## src/rtl/tmr_wdt_pkg.sv

```systemverilog
package tmr_wdt_pkg;
  localparam int PS_W   = 3;
  localparam int CNT_W  = 8;
  localparam int WDT_W  = 8;
  localparam int PRE_W  = 2 ** PS_W;

  typedef struct packed {
    logic            wdt_off;
    logic            spare;
    logic            ext_src;
    logic            fall_edge;
    logic            pre_to_wdt;
    logic [PS_W-1:0] ps;
  } mode_t;

  localparam mode_t MODE_RST = '1;
endpackage

```

## src/rtl/tw_pin_edge.sv

```systemverilog
module tw_pin_edge #(
  parameter int STAGES = 2
) (
  input  logic clk,
  input  logic rst_n,
  input  logic pin,
  input  logic fall_sel,
  output logic edge_o
);
  logic [STAGES-1:0] sync_q;
  logic              prev_q;
  logic              cur;

  assign cur = sync_q[STAGES-1];

  always_ff @(posedge clk or negedge rst_n) begin
    if (!rst_n) begin
      sync_q <= '0;
      prev_q <= 1'b0;
    end else begin
      sync_q <= {sync_q[STAGES-2:0], pin};
      prev_q <= cur;
    end
  end

  assign edge_o = fall_sel ? (prev_q & ~cur) : (cur & ~prev_q);

  AST_EDGE_NOT_BACK_TO_BACK: assert property (@(posedge clk) disable iff (!rst_n)
    (edge_o && $stable(fall_sel)) |=> !edge_o);
endmodule

```

## src/rtl/tw_prescaler.sv

```systemverilog
module tw_prescaler #(
  parameter int PS_W = 3
) (
  input  logic            clk,
  input  logic            rst_n,
  input  logic            ev_cnt,
  input  logic            ev_wdt,
  input  logic            to_wdt,
  input  logic [PS_W-1:0] ps,
  input  logic            clr,
  output logic            out_cnt,
  output logic            out_wdt
);
  localparam int PRE_W = 2 ** PS_W;

  logic [PRE_W-1:0] pre_q;
  logic [PS_W:0]    shift;
  logic [PRE_W:0]   span;
  logic [PRE_W-1:0] mask;
  logic             ev;
  logic             hit;

  always_comb begin
    shift = to_wdt ? {1'b0, ps} : ({1'b0, ps} + 1'b1);
    span  = (PRE_W+1)'(1) << shift;
    mask  = PRE_W'(span - 1'b1);
  end

  assign ev  = to_wdt ? ev_wdt : ev_cnt;
  assign hit = ev && !clr && ((pre_q & mask) == mask);

  always_ff @(posedge clk or negedge rst_n) begin
    if (!rst_n)      pre_q <= '0;
    else if (clr)    pre_q <= '0;
    else if (ev)     pre_q <= pre_q + 1'b1;
  end

  assign out_cnt = to_wdt ? ev_cnt : hit;
  assign out_wdt = to_wdt ? hit    : ev_wdt;

  AST_PRE_CLEARED: assert property (@(posedge clk) disable iff (!rst_n)
    clr |=> (pre_q == '0));
  AST_PRE_NEEDS_EVENT: assert property (@(posedge clk) disable iff (!rst_n)
    (!ev && !clr) |=> $stable(pre_q));
endmodule

```

## src/rtl/tw_counter.sv

```systemverilog
module tw_counter #(
  parameter int W = 8
) (
  input  logic         clk,
  input  logic         rst_n,
  input  logic         inc,
  input  logic         wr,
  input  logic [W-1:0] wdata,
  output logic [W-1:0] q
);
  always_ff @(posedge clk or negedge rst_n) begin
    if (!rst_n)    q <= '0;
    else if (wr)   q <= wdata;
    else if (inc)  q <= q + 1'b1;
  end

  AST_LOAD_WINS: assert property (@(posedge clk) disable iff (!rst_n)
    wr |=> (q == $past(wdata)));
  AST_SINGLE_STEP: assert property (@(posedge clk) disable iff (!rst_n)
    !wr |=> (q == $past(q) || q == W'($past(q) + 1'b1)));
endmodule

```

## src/rtl/tw_watchdog.sv

```systemverilog
module tw_watchdog #(
  parameter int W = 8
) (
  input  logic clk,
  input  logic rst_n,
  input  logic en,
  input  logic tick,
  input  logic clr,
  output logic timeout,
  output logic flag
);
  localparam logic [W-1:0] TOP = '1;

  logic [W-1:0] cnt_q;
  logic         roll;

  assign roll = en && !clr && tick && (cnt_q == TOP);

  always_ff @(posedge clk or negedge rst_n) begin
    if (!rst_n) begin
      cnt_q   <= '0;
      timeout <= 1'b0;
      flag    <= 1'b0;
    end else begin
      timeout <= roll;
      if (!en || clr)  cnt_q <= '0;
      else if (tick)   cnt_q <= cnt_q + 1'b1;
      if (roll)        flag <= 1'b1;
      else if (clr)    flag <= 1'b0;
    end
  end

  AST_PULSE_ONE_CYCLE: assert property (@(posedge clk) disable iff (!rst_n)
    timeout |=> !timeout);
  AST_PULSE_SETS_FLAG: assert property (@(posedge clk) disable iff (!rst_n)
    timeout |-> flag);
  AST_STOPPED_HELD: assert property (@(posedge clk) disable iff (!rst_n)
    !en |=> (cnt_q == '0 && !timeout));
  AST_CLEAR_WINS: assert property (@(posedge clk) disable iff (!rst_n)
    clr |=> (!timeout && !flag && cnt_q == '0));
endmodule

```

## src/rtl/tmr_wdt_unit.sv

```systemverilog
module tmr_wdt_unit
  import tmr_wdt_pkg::*;
#(
  parameter int SYNC_STAGES = 2
) (
  input  logic             clk,
  input  logic             rst_n,
  input  logic             icyc_stb,
  input  logic             ext_pin,
  input  logic             wdt_tick,
  input  logic             mode_wr,
  input  logic [7:0]       mode_wdata,
  input  logic             cnt_wr,
  input  logic [CNT_W-1:0] cnt_wdata,
  input  logic             wdt_clr,
  input  logic             wdt_force_on,
  output logic [CNT_W-1:0] cnt_value,
  output logic             wdt_timeout,
  output logic             wdt_flag
);
  mode_t mode_q;
  logic  unused_spare;
  logic  pin_edge, cnt_src_ev, pre_clr, cnt_inc, wdt_inc, wdt_en;

  always_ff @(posedge clk or negedge rst_n) begin
    if (!rst_n)        mode_q <= MODE_RST;
    else if (mode_wr)  mode_q <= mode_t'(mode_wdata);
  end
  assign unused_spare = mode_q.spare;

  tw_pin_edge #(.STAGES(SYNC_STAGES)) u_edge (
    .clk(clk), .rst_n(rst_n), .pin(ext_pin),
    .fall_sel(mode_q.fall_edge), .edge_o(pin_edge)
  );

  assign cnt_src_ev = mode_q.ext_src ? pin_edge : icyc_stb;
  assign pre_clr    = mode_q.pre_to_wdt ? wdt_clr : cnt_wr;
  assign wdt_en     = !mode_q.wdt_off || wdt_force_on;

  tw_prescaler #(.PS_W(PS_W)) u_pre (
    .clk(clk), .rst_n(rst_n), .ev_cnt(cnt_src_ev), .ev_wdt(wdt_tick),
    .to_wdt(mode_q.pre_to_wdt), .ps(mode_q.ps), .clr(pre_clr),
    .out_cnt(cnt_inc), .out_wdt(wdt_inc)
  );

  tw_counter #(.W(CNT_W)) u_cnt (
    .clk(clk), .rst_n(rst_n), .inc(cnt_inc), .wr(cnt_wr),
    .wdata(cnt_wdata), .q(cnt_value)
  );

  tw_watchdog #(.W(WDT_W)) u_wdt (
    .clk(clk), .rst_n(rst_n), .en(wdt_en), .tick(wdt_inc), .clr(wdt_clr),
    .timeout(wdt_timeout), .flag(wdt_flag)
  );

  AST_SRC_INTERNAL_IGNORES_PIN: assert property (@(posedge clk) disable iff (!rst_n)
    (!mode_q.ext_src && !icyc_stb && !cnt_wr && !mode_wr) |=> $stable(cnt_value));
  AST_OWNER_PASSTHRU: assert property (@(posedge clk) disable iff (!rst_n)
    (mode_q.pre_to_wdt && !mode_q.ext_src && icyc_stb && !cnt_wr && !mode_wr)
      |=> (cnt_value == CNT_W'($past(cnt_value) + 1'b1)));
endmodule

```

## config.mk

```make
export PLATFORM = sky130hd
export DESIGN_NAME = tmr_wdt_unit
export DESIGN_NICKNAME = d
export VERILOG_FILES = /design/src/rtl/tmr_wdt_pkg.sv /design/src/rtl/tw_pin_edge.sv /design/src/rtl/tw_prescaler.sv /design/src/rtl/tw_counter.sv /design/src/rtl/tw_watchdog.sv /design/src/rtl/tmr_wdt_unit.sv
export SDC_FILE = /design/constraint.sdc
export NUM_CORES = 1
export LEC_CHECK = 0
export BUFFER_PORTS_ARGS = -buffer_cell sky130_fd_sc_hd__buf_2
export CAP_MARGIN = 25
export CORE_MARGIN = 4
export CORE_UTILIZATION = 30
export CTS_BUF_LIST = sky130_fd_sc_hd__clkbuf_8
export CTS_CLUSTER_SIZE = 12
export DETAILED_ROUTE_END_ITERATION = 7
export PLACE_DENSITY_LB_ADDON = 0.3
export SETUP_SLACK_MARGIN = 0.1
export SKIP_LAST_GASP = 1
export SYNTH_ARGS = -nofsm -noshare
export SYNTH_HDL_FRONTEND = slang
export SYNTH_SLANG_ARGS = --single-unit
```

## constraint.sdc

```tcl
create_clock -name clk -period 3.4 [get_ports clk]
set_input_delay 0.51 -clock clk [delete_from_list [all_inputs] [get_ports clk]]
set_output_delay 0.51 -clock clk [all_outputs]
set_load 0.02 [all_outputs]
```

==> results.md, run 1 <==
* Maximum vdd drop at ~230 uV
* Core area at 0.006869 mm2
* Max-slew violation count at 0
* Main flop type after synthesis: dfrtp_1
* # rows at 30
* Fill cell count at 703
* Post-synth EDFFs at 0
* Finish-stage setup viols at 0
* Startpoint types: flop
* Clk buf depth at 2
* Initial antenna violation count at 0
* Clock transition at path regs at about 0.070 ns
* Crit Path Max Fanout at 5
* Yosys top cell by area: dfrtp_1
* Clock Tree Root: clkbuf_8
* CTS tree: done
* HP Class: input port to asynchronous set/reset pin
* Synth cell types at slightly below 60
* Via/cell ratio at about 5
* Worst path max stage delay at between 0.5 and 0.6 ns
* WL per Instance at 13.01 um
* Peak Freq at roughly 300 MHz
* RSZ-0062 raised after global routing: true
* Main area contributors after synthesis: dfrtp_1, dfstp_2, nor2_1, nand2_1, a31oi_1
* Worst slew margin at 46.47%
* Nets at 302
* Power Total at roughly 1.1 mW
* YS warnings at 0
* First-pass GRT wire length at roughly 8 mm
* Reg area at around 910 um2
* Hold Vio Cnt, Final at 0
* CTS buffer count at 5
* Max-cap violations at 0
* Status: completed
* Cell area after synthesis at about 0.0021 mm2
* Final Skew at roughly 0.007 ns
* Post-Synthesis Cells at between 200 and 250
* N_diodes at 0
* Mapped Avg Cell Area at between 9 and 10 um2
* Total grt overflow at 0
* Die area at ~0.0086 mm2
* Number of I/O port buffers at 33
* Die Y at about 90 um
* Final GP Congestion at 0.8037
* Share of the synthesized area in the top cell type at between 30% and 40%
* Final Cycle Share at a little over nine tenths
* Pwr Density at about 400 mW/mm2
* Gr usage total at about an eighth
* DRT iter0 DRCs at 113
* Drt drc at 0
* Final min period at 3.313 ns
* CP required at 3.61 ns
* Register area share after synthesis at ~42%
* Worst skew pair latency at between 0.2 and 0.3 ns
* Critical Path, Cell by Cell: ha_4 > nor3b_4 > o21a_1 > nor2_1 > ha_1 > nor2_1 > a311oi_2 > o31ai_1 > nand4b_1 > o41a_1 > or4_1 > a31oi_1
* Synthesized flop and latch total at 36
* Final core utilization at a little under two fifths
* Vias in the first global route at 1,738
* Multi-input logic area at between 0.001 and 0.0015 mm2
* Remaining antenna violation count at 0
* Post-DP HPWL at ~3.5 mm
* I/O pins at 35
* Syn Nets at between 200 and 300
* Ys async rst share at between 90% and 100%
* Length of the first detailed-routing pass in iterations at 4
* Vias at 1,850
* Most Frequent Cell on Critical Path: nor2_1
* Initial Util at a little under a third
* Worst-Margin Slew at between 0.8 and 0.9 ns
* Clock sinks at 36
* Critical Path AT at ~3.5 ns
* Area grow syn2layout at 22.45%
* Largest net degree at the start of global routing at 37
* Share of cells above drive strength 1 at 28.57%
* Critical-path top delay cell: dfstp_2
* Chip width at just over 90 um
* H-tree lvl count at 2
* Leakage power at between 1 and 1.5 nW
* Crit path kind: flop to flop
* WL final at 4.800 mm
* Critical path endpoint category: flop
cells in the mapped netlist, types with 3 or more instances:
| cell type | count |
|---|---|
| a21oi_1 | 5 |
| a31oi_1 | 10 |
| and2_1 | 3 |
| and3_1 | 3 |
| and3b_1 | 5 |
| buf_2 | 4 |
| clkbuf_1 | 4 |
| dfrtp_1 | 29 |
| dfstp_2 | 7 |
| ha_1 | 5 |
| inv_1 | 5 |
| mux2_2 | 5 |
| mux2i_1 | 6 |
| nand2_1 | 22 |
| nand2b_1 | 4 |
| nand3_1 | 4 |
| nand4_1 | 9 |
| nor2_1 | 26 |
| o21ai_0 | 7 |
| o21ai_1 | 6 |
| o31ai_1 | 3 |
| or3_1 | 6 |
| xor2_1 | 6 |
layer usage:
metal  track usage [%]  routed length [um]  up-vias
li1                  -                   -      923
met5                 0                   0        -
met3             2.681                 166        6
met2             19.27                2335       27
met1             15.35                2229      894
met4             4.084                  69        0
path summary, 6_finish.rpt:
path	startpoint	endpoint	slack (ns)	depth (start not counted)
max in group asynchronous	rst_n	u_wdt.cnt_q[3]	2.58	1
worst min-delay path	rst_n	u_pre.pre_q[5]	0.30	1
worst max-delay path	mode_q[0]	u_cnt.q[5]	0.09	12
worst min register to register	u_edge.sync_q[0]	u_edge.sync_q[1]	0.36	0
worst max register to register	mode_q[0]	u_cnt.q[5]	0.09	12
min in group clk	ext_pin	u_edge.sync_q[0]	0.33	1
placed cells by master (no fill, tap or decap), types with 3 or more instances in the layout:
cell and instances:
a21oi_1 5, a31oi_1 10, and2_1 3, and3_1 3, and3b_1 5, buf_2 34
buf_4 12, clkbuf_8 5, dfrtp_1 29, dfstp_2 7, ha_1 4, inv_1 7
mux2_2 5, mux2i_1 6, nand2_1 22, nand2b_1 4, nand3_1 4, nand4_1 9
nor2_1 26, o21ai_0 7, o21ai_1 6, o31ai_1 3, or3_1 6, xor2_1 6
cells by family after synthesis:
group,after synthesis,share of synthesized area (%)
xor gates and xnor gates,8,3.265
muxes,12,6.122
AOI/OAI and AO/OA,53,17.49
adders and majority gates,5,2.915
and+or+nand+nor,96,24.08
DFF,36,42.39
buffers and inverters,17,3.731
flip-flops by register name (all words and copies together), names as in the netlist:
name and cells:
u_cnt.q 8, u_pre.pre_q 8, u_wdt.cnt_q 8, mode_q 7, u_edge.sync_q 2, u_edge.prev_q 1
u_wdt.flag 1, u_wdt.timeout 1
repair_timing:
item / 4_1_cts / 5_1_grt
gates cloned: 0 / 1
buffers inserted: 0 / 2
pin swaps: 1 / 8
resized for setup: 1 / 7
setup endpoints to repair: 6 / 17
hold buffers: 0 / 0
worst max-delay path, delay by kind of cell, from the launching register on:
kind	cells	cell delay, ns
and+or+nand+nor	5	1.03
adders and majority gates	2	0.48
AOI/OAI and AO/OA	5	1.16
DFF	1	0.56
area by class of cell:
cell class                      instances  share of cell area (%)
Timing Repair Buffer                   48                   10.76
Multi-Input combinational cell        174                   45.95
Tap cell                               96                   4.571
Clock buffer                            5                   2.619
Inverter                                7                   1.000
Sequential cell                        36                   34.62
Clock inverter                          3                  0.4762
metrics by stage:
step           setup slack, ns  area (um2)  TNS, ns  std cells  hold slack, ns
5_1_grt                -0.1175        2628  -0.4581        369          0.3186
3_3_place_gp            0.1330        2475        0        358          0.3331
2_1_floorplan           0.2900        2146        0        227          0.2144
6_report               0.08734        2628        0        369          0.3034
3_5_place_dp           0.07733        2475        0        358          0.3402
4_1_cts                 0.1034        2564        0        366          0.3125
where the power goes:
part | switching, mW | total (mW) | internal [mW] | leakage [nW]
registers | 0.0350 | 0.496 | 0.461 | 0.449
logic | 0.146 | 0.268 | 0.122 | 0.700
clock network | 0.150 | 0.288 | 0.138 | 0.0505
Note: power is estimated with default switching activity, not from simulation.
==> run 2: changes to the inputs <==
--- a/config.mk
+++ b/config.mk
@@ -12,6 +12,7 @@
 export CTS_BUF_LIST = sky130_fd_sc_hd__clkbuf_8
 export CTS_CLUSTER_SIZE = 12
 export DETAILED_ROUTE_END_ITERATION = 7
+export GPL_TIMING_DRIVEN = 0
 export PLACE_DENSITY_LB_ADDON = 0.3
 export SETUP_SLACK_MARGIN = 0.1
 export SKIP_LAST_GASP = 1
==> run 2 against run 1 <==
Effect of this change: worst hold slack gained 0.0023 ns; critical path depth rose by 1; first-iteration DRC count down 41%; non-clock buffer count unchanged; via count up 0.59%; clock skew is 0.0011 ns higher; setup slack improved by 0.0062 ns; routed wire length rose by 4.8%; critical endpoint is now u_cnt.q[6]; die area unchanged; maximum frequency increased by 0.19%.
==> results.md, run 2 (synthesized netlist as in run 1, its figures left out) <==
* Status: completed
* DP Area at about 0.0024 mm2
* Crit path kind: flop to flop
* Post-DP HPWL at about 3.6 mm
* Vias in the first global route at approximately 1,900
* Drt drc at 0
* Pwr Density at 416.3 mW/mm2
* Worst skew pair latency at about 0.29 ns
* Worst path max stage delay at between 0.5 and 0.6 ns
* N_diodes at 0
* Core area at ~0.0069 mm2
* Multi-input logic area at around 0.0012 mm2
* HP Class: input port to asynchronous set/reset pin
* Total grt overflow at 0
* Peak Freq at 302.4 MHz
* Gr usage total at 12.11%
* Reg2reg start: mode_q[1]
* Clock sinks at 36
* Fin area at roughly 0.0026 mm2
* Maximum vdd drop at around 210 uV
* Commonest non-fill, non-tap cell in the layout: buf_2
* Remaining antenna violation count at 0
* Nets at roughly 300
* Number of I/O port buffers at 32
* CTS buffer count at 5
* Worst-Margin Slew at 0.8234 ns
* Max-cap violations at 0
* H-tree lvl count at 2
* Commonest cells after routing, fill and taps aside: buf_2, dfrtp_1, nor2_1, nand2_1, a31oi_1
* Critical Path, Cell by Cell: ha_4 > nor3b_4 > o21a_1 > nor2_1 > ha_2 > nor2_2 > a311oi_2 > o31ai_1 > nand4b_1 > o41a_1 > buf_6 > or3_1 > a31oi_1
* Clk buf depth at 2
* First-pass GRT wire length at roughly 8.4 mm
* Critical Path AT at 3.51 ns
* WL final at 5.028 mm
* Final GP Congestion at just under 0.8
* Fin cells at ~370
* Worst slew margin at approximately 45%
* RSZ-0062 raised after global routing: true
* Flop2flop setup slack at roughly 0.094 ns
* DRT iter0 DRCs at between 60 and 70
* Startpoint types: flop
* Critical-path top delay cell: dfstp_2
* Area grow syn2layout at 23.03%
* Length of the first detailed-routing pass in iterations at 4
* Chip width at approximately 93 um
* Power Total at approximately 1.1 mW
* Hold Slack at a little over 0.3 ns
* Critical path endpoint category: flop
* Setup crit start: mode_q[1]
* Crit Path Max Fanout at 6
* Fill cell count at 710
* CP required at between 3 and 4 ns
* Initial Util at a little under a third
* Final min period at 3.306 ns
* Cells after DPL at between 300 and 400
* Initial antenna violation count at 0
* Final Skew at around 0.008 ns
* Worst setup margin at approximately 0.094 ns
* CTS tree: done
* Total Neg Setup Slack at 0 ns
* Largest net degree at the start of global routing at 37
* Largest regs: u_cnt.q x8, u_pre.pre_q x8, u_wdt.cnt_q x8
* Leakage power at 1.186 nW
* Final Cycle Share at 97.25%
* Die Y at around 93 um
* Share of cells above drive strength 1 at between 20 and 30%
* Place WS at -0.02542 ns
* Clock transition at path regs at 0.08 ns
* WL per Instance at about 14 um
* Via/cell ratio at roughly 5
* Reg2Reg Depth at 13
* R2R Path End: u_cnt.q[6]
* # rows at 30
* Vias at 1,861
* I/O pins at 35
* Max-slew violation count at 0
* Hold Vio Cnt, Final at 0
* Reg area at roughly 910 um2
* Die area at approximately 0.0086 mm2
* Clock Tree Root: clkbuf_8
* Final core utilization at between 30% and 40%
* Finish-stage setup viols at 0
-- run 2: timing repair --
action                                  CTS  global route
hold buffers                              0             0
gates resized for setup                   6            10
pin swaps                                 1             7
endpoints found under the setup margin   12            15
setup buffers                             0             4
gates cloned                              0             2
-- run 2: per-layer routing --
metal	track usage [%]	wire, um	vias up
met2	21.27	2550	18
met5	0	0	-
met3	2.437	121	6
li1	-	-	930
met4	3.465	57	0
met1	14.95	2298	907
-- run 2: area by class of cell --
class	instances	share of cell area, %
buffer	10	2.512
timing repair buffer	38	7.820
tap	96	4.550
clock inverter	1	0.1422
clock buffer	7	3.649
sequential	36	34.45
inverter	7	0.9953
multi-input combinational	174	45.88
-- run 2: power breakdown --
| group | internal, mW | leakage [nW] | switching, mW |
|---|---|---|---|
| sequential | 0.461 | 0.449 | 0.0300 |
| clock | 0.182 | 0.0557 | 0.153 |
| combinational | 0.119 | 0.681 | 0.154 |
-- run 2: worst max path at each step --
stage,end,slack (ns),cells after the start
finish,u_cnt.q[6],0.09,13
global route,u_cnt.q[6],-0.09,13
CTS,u_cnt.q[6],0.04,14
detailed placement,u_cnt.q[6],-0.03,13
global placement,u_cnt.q[6],-0.006,13
floorplan,u_cnt.q[6],0.29,13
-- run 2: worst max-delay path, delay by kind of cell, from the launching register on --
kind / cells / cell delay [ns]
flops: 1 / 0.57
compound gates: 5 / 1.13
simple gates: 5 / 0.80
fa+ha+maj: 2 / 0.54
buf+inv: 1 / 0.18
